[config.mk]
export PLATFORM = sky130hd
export DESIGN_NAME = veto_link
export DESIGN_NICKNAME = d
export VERILOG_FILES = /design/src/rtl/veto_link_pkg.sv /design/src/rtl/veto_frame_tx.sv /design/src/rtl/veto_frame_rx.sv /design/src/rtl/veto_link.sv
export SDC_FILE = /design/constraint.sdc
export NUM_CORES = 1
export LEC_CHECK = 0
export BUFFER_PORTS_ARGS = -buffer_cell sky130_fd_sc_hd__buf_4
export CAP_MARGIN = 20
export CORE_MARGIN = 1.5
export CORE_UTILIZATION = 51
export DETAILED_ROUTE_END_ITERATION = 7
export GPL_TIMING_DRIVEN = 0
export PLACE_DENSITY = 0.75
export SLEW_MARGIN = 10
export SYNTH_ARGS = -nofsm -noshare
export SYNTH_HDL_FRONTEND = slang
export SYNTH_HIERARCHICAL = 1
export SYNTH_SLANG_ARGS = --single-unit
[constraint.sdc]
create_clock -name clk -period 1.3 [get_ports clk]
set_input_delay 0.065 -clock clk [delete_from_list [all_inputs] [get_ports clk]]
set_output_delay 0.065 -clock clk [all_outputs]
set_load 0.005 [all_outputs]
[src/rtl/veto_link_pkg.sv]
package veto_link_pkg;
    localparam int HDR_W = 2;
    localparam logic [1:0] HDR_CODE = 2'b11;
    localparam int FRAME_LIMIT = 20;
    localparam int RSV_MIN = 4;

    typedef enum logic {
        TX_IDLE,
        TX_SEND
    } tx_state_e;

    typedef enum logic [1:0] {
        RX_IDLE,
        RX_HEAD,
        RX_BODY
    } rx_state_e;
endpackage

[src/rtl/veto_frame_tx.sv]
module veto_frame_tx
    import veto_link_pkg::*;
#(
    parameter int BUNCH_W = 12,
    parameter int RSV_W   = 6
) (
    input  logic               clk,
    input  logic               rst_n,
    input  logic               req_valid,
    output logic               req_ready,
    input  logic [BUNCH_W-1:0] req_bunch,
    input  logic [RSV_W-1:0]   req_rsv,
    output logic               line_o
);
    localparam int FRAME_W = HDR_W + BUNCH_W + RSV_W;
    localparam int CNT_W   = $clog2(FRAME_W);

    tx_state_e          state, state_nxt;
    logic [FRAME_W-1:0] shreg;
    logic [CNT_W-1:0]   bits_left;
    logic               accept;
    logic               last_bit;

    assign accept   = req_valid && req_ready;
    assign last_bit = (bits_left == '0);

    // state register
    always_ff @(posedge clk) begin
        if (!rst_n) state <= TX_IDLE;
        else        state <= state_nxt;
    end

    always_comb begin
        state_nxt = state;
        unique case (state)
            TX_IDLE: if (accept)   state_nxt = TX_SEND;
            TX_SEND: if (last_bit) state_nxt = TX_IDLE;
        endcase
    end

    // frame shift register and bit counter
    always_ff @(posedge clk) begin
        if (!rst_n) begin
            shreg     <= '0;
            bits_left <= '0;
        end else if (accept) begin
            shreg     <= {HDR_CODE, req_bunch, req_rsv};
            bits_left <= CNT_W'(FRAME_W - 1);
        end else if (state == TX_SEND) begin
            shreg     <= {shreg[FRAME_W-2:0], 1'b0};
            bits_left <= bits_left - 1'b1;
        end
    end

    // outputs
    always_comb begin
        req_ready = (state == TX_IDLE);
        line_o    = (state == TX_SEND) && shreg[FRAME_W-1];
    end


    hdr_first_chk: assert property (@(posedge clk) disable iff (!rst_n)
        accept |=> line_o);


    busy_ready_chk: assert property (@(posedge clk) disable iff (!rst_n)
        accept |=> !req_ready);
endmodule

[src/rtl/veto_frame_rx.sv]
module veto_frame_rx
    import veto_link_pkg::*;
#(
    parameter int BUNCH_W   = 12,
    parameter int RSV_W     = 6,
    parameter int MAX_BUNCH = 3000
) (
    input  logic               clk,
    input  logic               rst_n,
    input  logic               line_i,
    output logic               out_valid,
    output logic               out_error,
    output logic [BUNCH_W-1:0] out_bunch,
    output logic [RSV_W-1:0]   out_rsv
);
    localparam int PAY_W = BUNCH_W + RSV_W;
    localparam int CNT_W = $clog2(PAY_W);

    rx_state_e        state, state_nxt;
    logic [PAY_W-1:0] shreg;
    logic [PAY_W-1:0] payload;
    logic [CNT_W-1:0] bits_left;
    logic             body_done;
    logic [BUNCH_W-1:0] bunch_w;
    logic             in_range;

    assign body_done = (state == RX_BODY) && (bits_left == '0);
    assign payload   = {shreg[PAY_W-2:0], line_i};
    assign bunch_w   = payload[PAY_W-1 -: BUNCH_W];
    assign in_range  = int'(bunch_w) < MAX_BUNCH;

    // state register
    always_ff @(posedge clk) begin
        if (!rst_n) state <= RX_IDLE;
        else        state <= state_nxt;
    end

    always_comb begin
        state_nxt = state;
        unique case (state)
            RX_IDLE: if (line_i)    state_nxt = RX_HEAD;
            RX_HEAD: state_nxt = line_i ? RX_BODY : RX_IDLE;
            RX_BODY: if (body_done) state_nxt = RX_IDLE;
            default: state_nxt = RX_IDLE;
        endcase
    end

    // payload collection
    always_ff @(posedge clk) begin
        if (!rst_n) begin
            shreg     <= '0;
            bits_left <= '0;
        end else if (state == RX_HEAD && line_i) begin
            bits_left <= CNT_W'(PAY_W - 1);
        end else if (state == RX_BODY) begin
            shreg     <= payload;
            bits_left <= bits_left - 1'b1;
        end
    end

    // outputs
    always_ff @(posedge clk) begin
        if (!rst_n) begin
            out_valid <= 1'b0;
            out_error <= 1'b0;
            out_bunch <= '0;
            out_rsv   <= '0;
        end else begin
            out_valid <= body_done && in_range;
            out_error <= body_done && !in_range;
            if (body_done) begin
                out_bunch <= bunch_w;
                out_rsv   <= payload[RSV_W-1:0];
            end
        end
    end


    strobe_pulse_chk: assert property (@(posedge clk) disable iff (!rst_n)
        (out_valid || out_error) |=> !(out_valid || out_error));


    strobe_src_chk: assert property (@(posedge clk) disable iff (!rst_n)
        (out_valid || out_error) |-> $past(state) == RX_BODY);


    head_abort_chk: assert property (@(posedge clk) disable iff (!rst_n)
        (state == RX_HEAD && !line_i) |=> state == RX_IDLE);
endmodule

[src/rtl/veto_link.sv]
module veto_link
    import veto_link_pkg::*;
#(
    parameter int BUNCH_W   = 12,
    parameter int RSV_W     = 6,
    parameter int MAX_BUNCH = 3000
) (
    input  logic               clk,
    input  logic               rst_n,
    input  logic               req_valid,
    output logic               req_ready,
    input  logic [BUNCH_W-1:0] req_bunch,
    input  logic [RSV_W-1:0]   req_rsv,
    output logic               tx_line,
    input  logic               rx_line,
    output logic               det_valid,
    output logic               det_error,
    output logic [BUNCH_W-1:0] det_bunch,
    output logic [RSV_W-1:0]   det_rsv
);
    // frame must fit one bunch period and keep the minimum reserved width
    if (HDR_W + BUNCH_W + RSV_W > FRAME_LIMIT || RSV_W < RSV_MIN) begin : g_bad_cfg
        $error("veto_link: frame width configuration out of range");
    end

    veto_frame_tx #(
        .BUNCH_W (BUNCH_W),
        .RSV_W   (RSV_W)
    ) u_tx (
        .clk       (clk),
        .rst_n     (rst_n),
        .req_valid (req_valid),
        .req_ready (req_ready),
        .req_bunch (req_bunch),
        .req_rsv   (req_rsv),
        .line_o    (tx_line)
    );

    veto_frame_rx #(
        .BUNCH_W   (BUNCH_W),
        .RSV_W     (RSV_W),
        .MAX_BUNCH (MAX_BUNCH)
    ) u_rx (
        .clk       (clk),
        .rst_n     (rst_n),
        .line_i    (rx_line),
        .out_valid (det_valid),
        .out_error (det_error),
        .out_bunch (det_bunch),
        .out_rsv   (det_rsv)
    );
endmodule

# ---- Word level (Yosys, flattened, before mapping)
# Cells that the tools add are included.
dict set report totals {
  ff_bits 70
  latch_bits 0
  ramBits 0
  romBits 0
  inputBits 22
  output_inout_bits 22
  word_cells 51
  mem_count 0
}
dict set report classes {
  add_sub_neg 2
  mul 0
  div_mod_pow 0
  order_cmp 1
  eq_ne 4
  shifts 0
  muxes 13
  bitwise 3
  n_reduce_logical 16
}
# cell n
set op_table {}
lappend op_table {{$mux W20} 2}
lappend op_table {{$mux W5} 4}
lappend op_table {{$lt A12 B12 Y1 const B} 1}
lappend op_table {{$logic_not A5 Y1} 2}
lappend op_table {{$sub A5 B1 Y5 const B} 2}
lappend op_table {{$logic_and A1 B1 Y1} 6}
lappend op_table {{$mux W2} 3}
lappend op_table {{$pmux W2 S3} 1}
lappend op_table {{$reduce_and A2 Y1} 2}
lappend op_table {{$reduce_bool A2 Y1} 2}
lappend op_table {{$reduce_or A2 Y1} 2}
lappend op_table {{$not A1 Y1} 3}
lappend op_table {{$eq A2 B1 Y1 const B} 1}
lappend op_table {{$eq A2 B2 Y1 const B} 1}
lappend op_table {{$logic_not A2 Y1} 1}
lappend op_table {{$mux W1} 2}
lappend op_table {{$ne A2 B1 Y1 const B} 1}
lappend op_table {{$ne A2 B2 Y1 const B} 1}
lappend op_table {{$pmux W1 S2} 1}
lappend op_table {{$logic_not A1 Y1} 1}

# ---- Longest topological paths before layout
dict set report logic_depth {
  depth_word 4
  mapped_depth 7
  mapped_depth_nobuf 5
}

# ---- By module
# The synthesis kept the hierarchy.
# mod n_inst cells_per_inst area_each_um2 seq_area_each_um2
set by_module_without_submodules {}
lappend by_module_without_submodules {veto_frame_rx 1 200 1766.7 880.8}
lappend by_module_without_submodules {veto_frame_tx 1 122 1236.2 520.5}

# ---- Worst setup path before layout
# Ideal clock, no wire load.
dict set report synth_timing {
  path_type {flip-flop to flip-flop}
  startpoint {register u_rx.bits_left[0]}
  endpoint {register u_rx.out_bunch[10]}
  setup_time_ns 0.072
  arrival_time_ns 1.353
  required_time_ns 1.228
  slack_ns -0.124
  path_stages_with_launch 8
  path_buffers 2
  synth_period_minus_slack_ns 1.424
  cell_sequence {dfxtp_1 > inv_1 > ha_1 > nor4b_4 > and2_4 > buf_12 > buf_12 > mux2i_1}
}
dict set report synth_via {
  elab_chain_cells 2
}
# item line
set synth_lines {}
lappend synth_lines {{start: declaration} veto_frame_rx.sv:22} ;# logic [CNT_W-1:0] bits_left;
lappend synth_lines {{start signal: assignment} veto_frame_rx.sv:54} ;# bits_left <= CNT_W'(PAY_W - 1);
lappend synth_lines {{start signal: assignment} veto_frame_rx.sv:57} ;# bits_left <= bits_left - 1'b1;
lappend synth_lines {{$logic_not A5 Y1} veto_frame_rx.sv:27} ;# assign body_done = (state == RX_BODY) && (bits_left == '0);
lappend synth_lines {{$logic_and A1 B1 Y1} veto_frame_rx.sv:27}
lappend synth_lines {{end signal: assignment} veto_frame_rx.sv:72} ;# out_bunch <= bunch_w;
lappend synth_lines {{end: declaration} veto_frame_rx.sv:13} ;# output logic [BUNCH_W-1:0] out_bunch,
# No other way between the ends.
# A chain may end at the register's enable or synchronous reset.

# ---- Worst setup path after layout
dict set report layout_timing {
  startpoint {register u_rx.bits_left[0]}
  endpoint {register u_rx.out_bunch[2]}
}
# The elaborated chain is that of the path after synthesis.

==> flow_summary.toml <==
[sta]
hold_viol = 0
setup_ws_ns = -0.127
slew_headroom_pct = 69.5
finalMaxSlewViolations = 0
layout_min_cycle_time_ns = 1.43
setup_viol = 19
fin_skew_ns = 0.00760
max_freq_mhz = 701
holdWs_ns = 0.0136
max_slew.worst_pin.slew_ns = 0.457
rsz0062_at_grt = "true"
finalCritPeriodShare_pct = 110
tns_ns = -1.66

[cells_and_area]
syn_to_final_growth_pct = 25.6
drive_gt1_share_pct = 27.8
n_antenna_cell = 0
final_area_mm2 = 0.00377
nets = 407

[logic_synthesis]
synthArstFlopShare_pct = 0
syn-num-nets = 346
netlist_area_mm2 = 0.00300
yosys.cell_count.top_type = "nand2_1"
yosys-top-cells-area = "dfxtp_1 47%, mux2i_1 12%, nand2_1 12%"
yosysTopAreaCellShare_pct = 46.7
synth_warnings = 6
ys_seq_area_share_pct = 46.7
syn_area_per_cell_um2 = 9.33
yosysTopAreaCell = "dfxtp_1"
synth.area.mux_share_pct = 12.5
synth_compound_area_share_pct = 13.2
synth_cells = 322
synthAdderAreaFrac_pct = 0.833
synth_edf_count = 0
synthTopCellsByCount = "92 x nand2_1, 70 x dfxtp_1, 36 x mux2i_1"
synth_top_family_by_area = "simple AND/OR/NAND/NOR gates"
synthXorXnorAreaFrac_pct = 0.583
ys_types = 43
yosys_register_bits = 70
synth_ff_type = "dfxtp_1"
synth-simple-area-share_pct = 18.9

[cts]
clk_pin_slew_ns = 0.08
clock_sinks = 70
cts_tree = "done"
holdBufCountCts = 0
cts_buffer_depth = 2
numCtsBuffers = 9
clk-insertion-delay-late_ns = 0.34
cts_root_buf = "clkbuf_8"
h-tree-depth = 3

[run]
drv_cap = 0

[critical_path]
crit_fanout = 4
worstSetupEndpointType = "flip-flop"
start_kind = "flip-flop"
r2r-start = "u_rx/bits_left[0]"
ff2ff_setup_slack_ns = -0.13
required_ns = 1.57
path_class = "flip-flop to flip-flop"
cp-startpoint = "u_rx/bits_left[0]"
cp.arrival_ns = 1.70

[global_route]
grt_use_total_pct = 20.5
grt_pass1_wl_mm = 10.1
grt_pass1_vias = 2284
grt_max_degree = 13
grt-ovfl-total = 0
antenna_found_initial = 0

[die]
ios = 44
die_w_um = 79.7
row_count = 27
start_util_pct = 53.5
dieArea_mm2 = 0.00636
core-area_mm2 = 0.00561
die_h_um = 79.7

[drt]
wl_per_cell_um = 13.5
via_per_inst = 5.29
drc = 0
drt_wl_total_mm = 6.19
dr_total_vias = 2433
final_antenna_net_count = 0
first_pass_iters = 4
drt_iter0_markers = 68

[outcome]
violations = "setup timing"
outcome = "finished, violations left"

[placement]
place_area_mm2 = 0.00342
hpwl_mm = 4.16
place_congestion = 0.799
port_buffers = 42

[power]
leakagePower_nw = 1.69
power_density_mw_per_mm2 = 1220
vdd_drop_max_v = 0.000792

[worst_hold_path]
min_path_type = "input port to flip-flop"
hold_start = "rx_line"
## metrics by stage
step	power (mW)	util [%]	setup slack, ns	std cells
after floorplan	2.72	-	-0.0744	322
after global placement	2.85	61.0	-0.211	436
after detailed placement	2.86	61.0	-0.213	436
after CTS	4.63	66.2	-0.133	459
after global routing	4.83	67.2	-0.162	460
final	4.62	67.2	-0.127	460
## report_power, final
group | total (mW) | leakage (nW) | internal, mW | switching (mW)
registers | 2.31 | 0.573 | 2.24 | 0.0715
clock network | 1.73 | 0.102 | 0.931 | 0.803
logic | 0.574 | 1.01 | 0.312 | 0.262
total | 4.62 | 1.69 | 3.48 | 1.14
## cells by family (layout without fill, tap and decap cells)
| logic type | Yosys count | after routing |
|---|---|---|
| adder cells (fa/ha/maj) | 2 | 2 |
| AND/OR/NAND/NOR | 125 | 125 |
| AO/OA/AOI/OAI | 55 | 55 |
| XOR/XNOR | 2 | 2 |
| buffers and inverters | 31 | 97 |
| flip-flops | 70 | 70 |
| multiplexers | 37 | 37 |
## worst paths after layout
path | to | depth (start not counted)
setup / recovery | u_rx/out_bunch[2] | 6
hold / removal | u_rx/shreg[0] | 3
setup reg to reg | u_rx/out_bunch[2] | 6
hold reg to reg | u_rx/out_bunch[3] | 2
## timing repair
action                                  CTS  global route
setup buffers                             6             2
resized for setup                         7            17
endpoints found under the setup margin   30            37
pin swaps                                 2             4
cloned                                    1             1
## area by class of cell
class	count	area [um2]
buffer	23	184
clock buffer	10	138
clock inverter	6	61.3
fill	464	1840
inverter	7	26.3
multi-input combinational	221	1430
sequential	70	1410
tap	72	90.1
timing repair buffer	51	437
## placed cells by master, fill, tap and decap left out, drive strengths merged
| cell type | instances |
|---|---|
| nor2b | 2 |
| o41ai | 1 |
| clkinv | 4 |
| a2111oi | 1 |
| a21oi | 21 |
| nand2b | 1 |
| nand2 | 92 |
| clkinvlp | 1 |
| and2b | 1 |
| o21a | 2 |
| nor4b | 3 |
| bufinv | 1 |
| a31oi | 2 |
| xnor2 | 2 |
| mux2 | 1 |
| o311a | 1 |
| a311o | 1 |
| ha | 2 |
| buf | 66 |
| o211a | 18 |
| and2 | 2 |
| nand3 | 1 |
| a31o | 1 |
| o21ai | 6 |
| nor3 | 7 |
| clkbuf | 18 |
| nor2 | 7 |
| nor3b | 1 |
| dfxtp | 70 |
| inv | 7 |
| or2 | 2 |
| mux2i | 36 |
| and3 | 4 |
| o31ai | 1 |
| nor4 | 2 |
## routing by layer
| metal | vias up | wire length (um) | track usage, % |
|---|---|---|---|
| met5 | - | 0 | 0 |
| met4 | 0 | 165 | 9.66 |
| met3 | 14 | 272 | 4.91 |
| met2 | 55 | 2920 | 34.7 |
| met1 | 1138 | 2840 | 24.6 |
| li1 | 1226 | - | - |
## critical path, cell delays in order (launching register included)
cell	delay (ns)
dfxtp_2	0.33
inv_2	0.07
ha_4	0.13
nor4b_4	0.20
and2_4	0.28
clkbuf_16	0.17
mux2i_1	0.18
## flip-flops by register name (all words and copies together) (netlist names)
name,flops
u_rx/out_rsv,6
u_tx/bits_left,5
u_rx/out_error,1
u_tx/state,1
u_rx/shreg,17
u_rx/bits_left,5
u_tx/shreg,20
u_rx/state,2
u_rx/out_valid,1
u_rx/out_bunch,12
(Power assumes the default switching activity.)
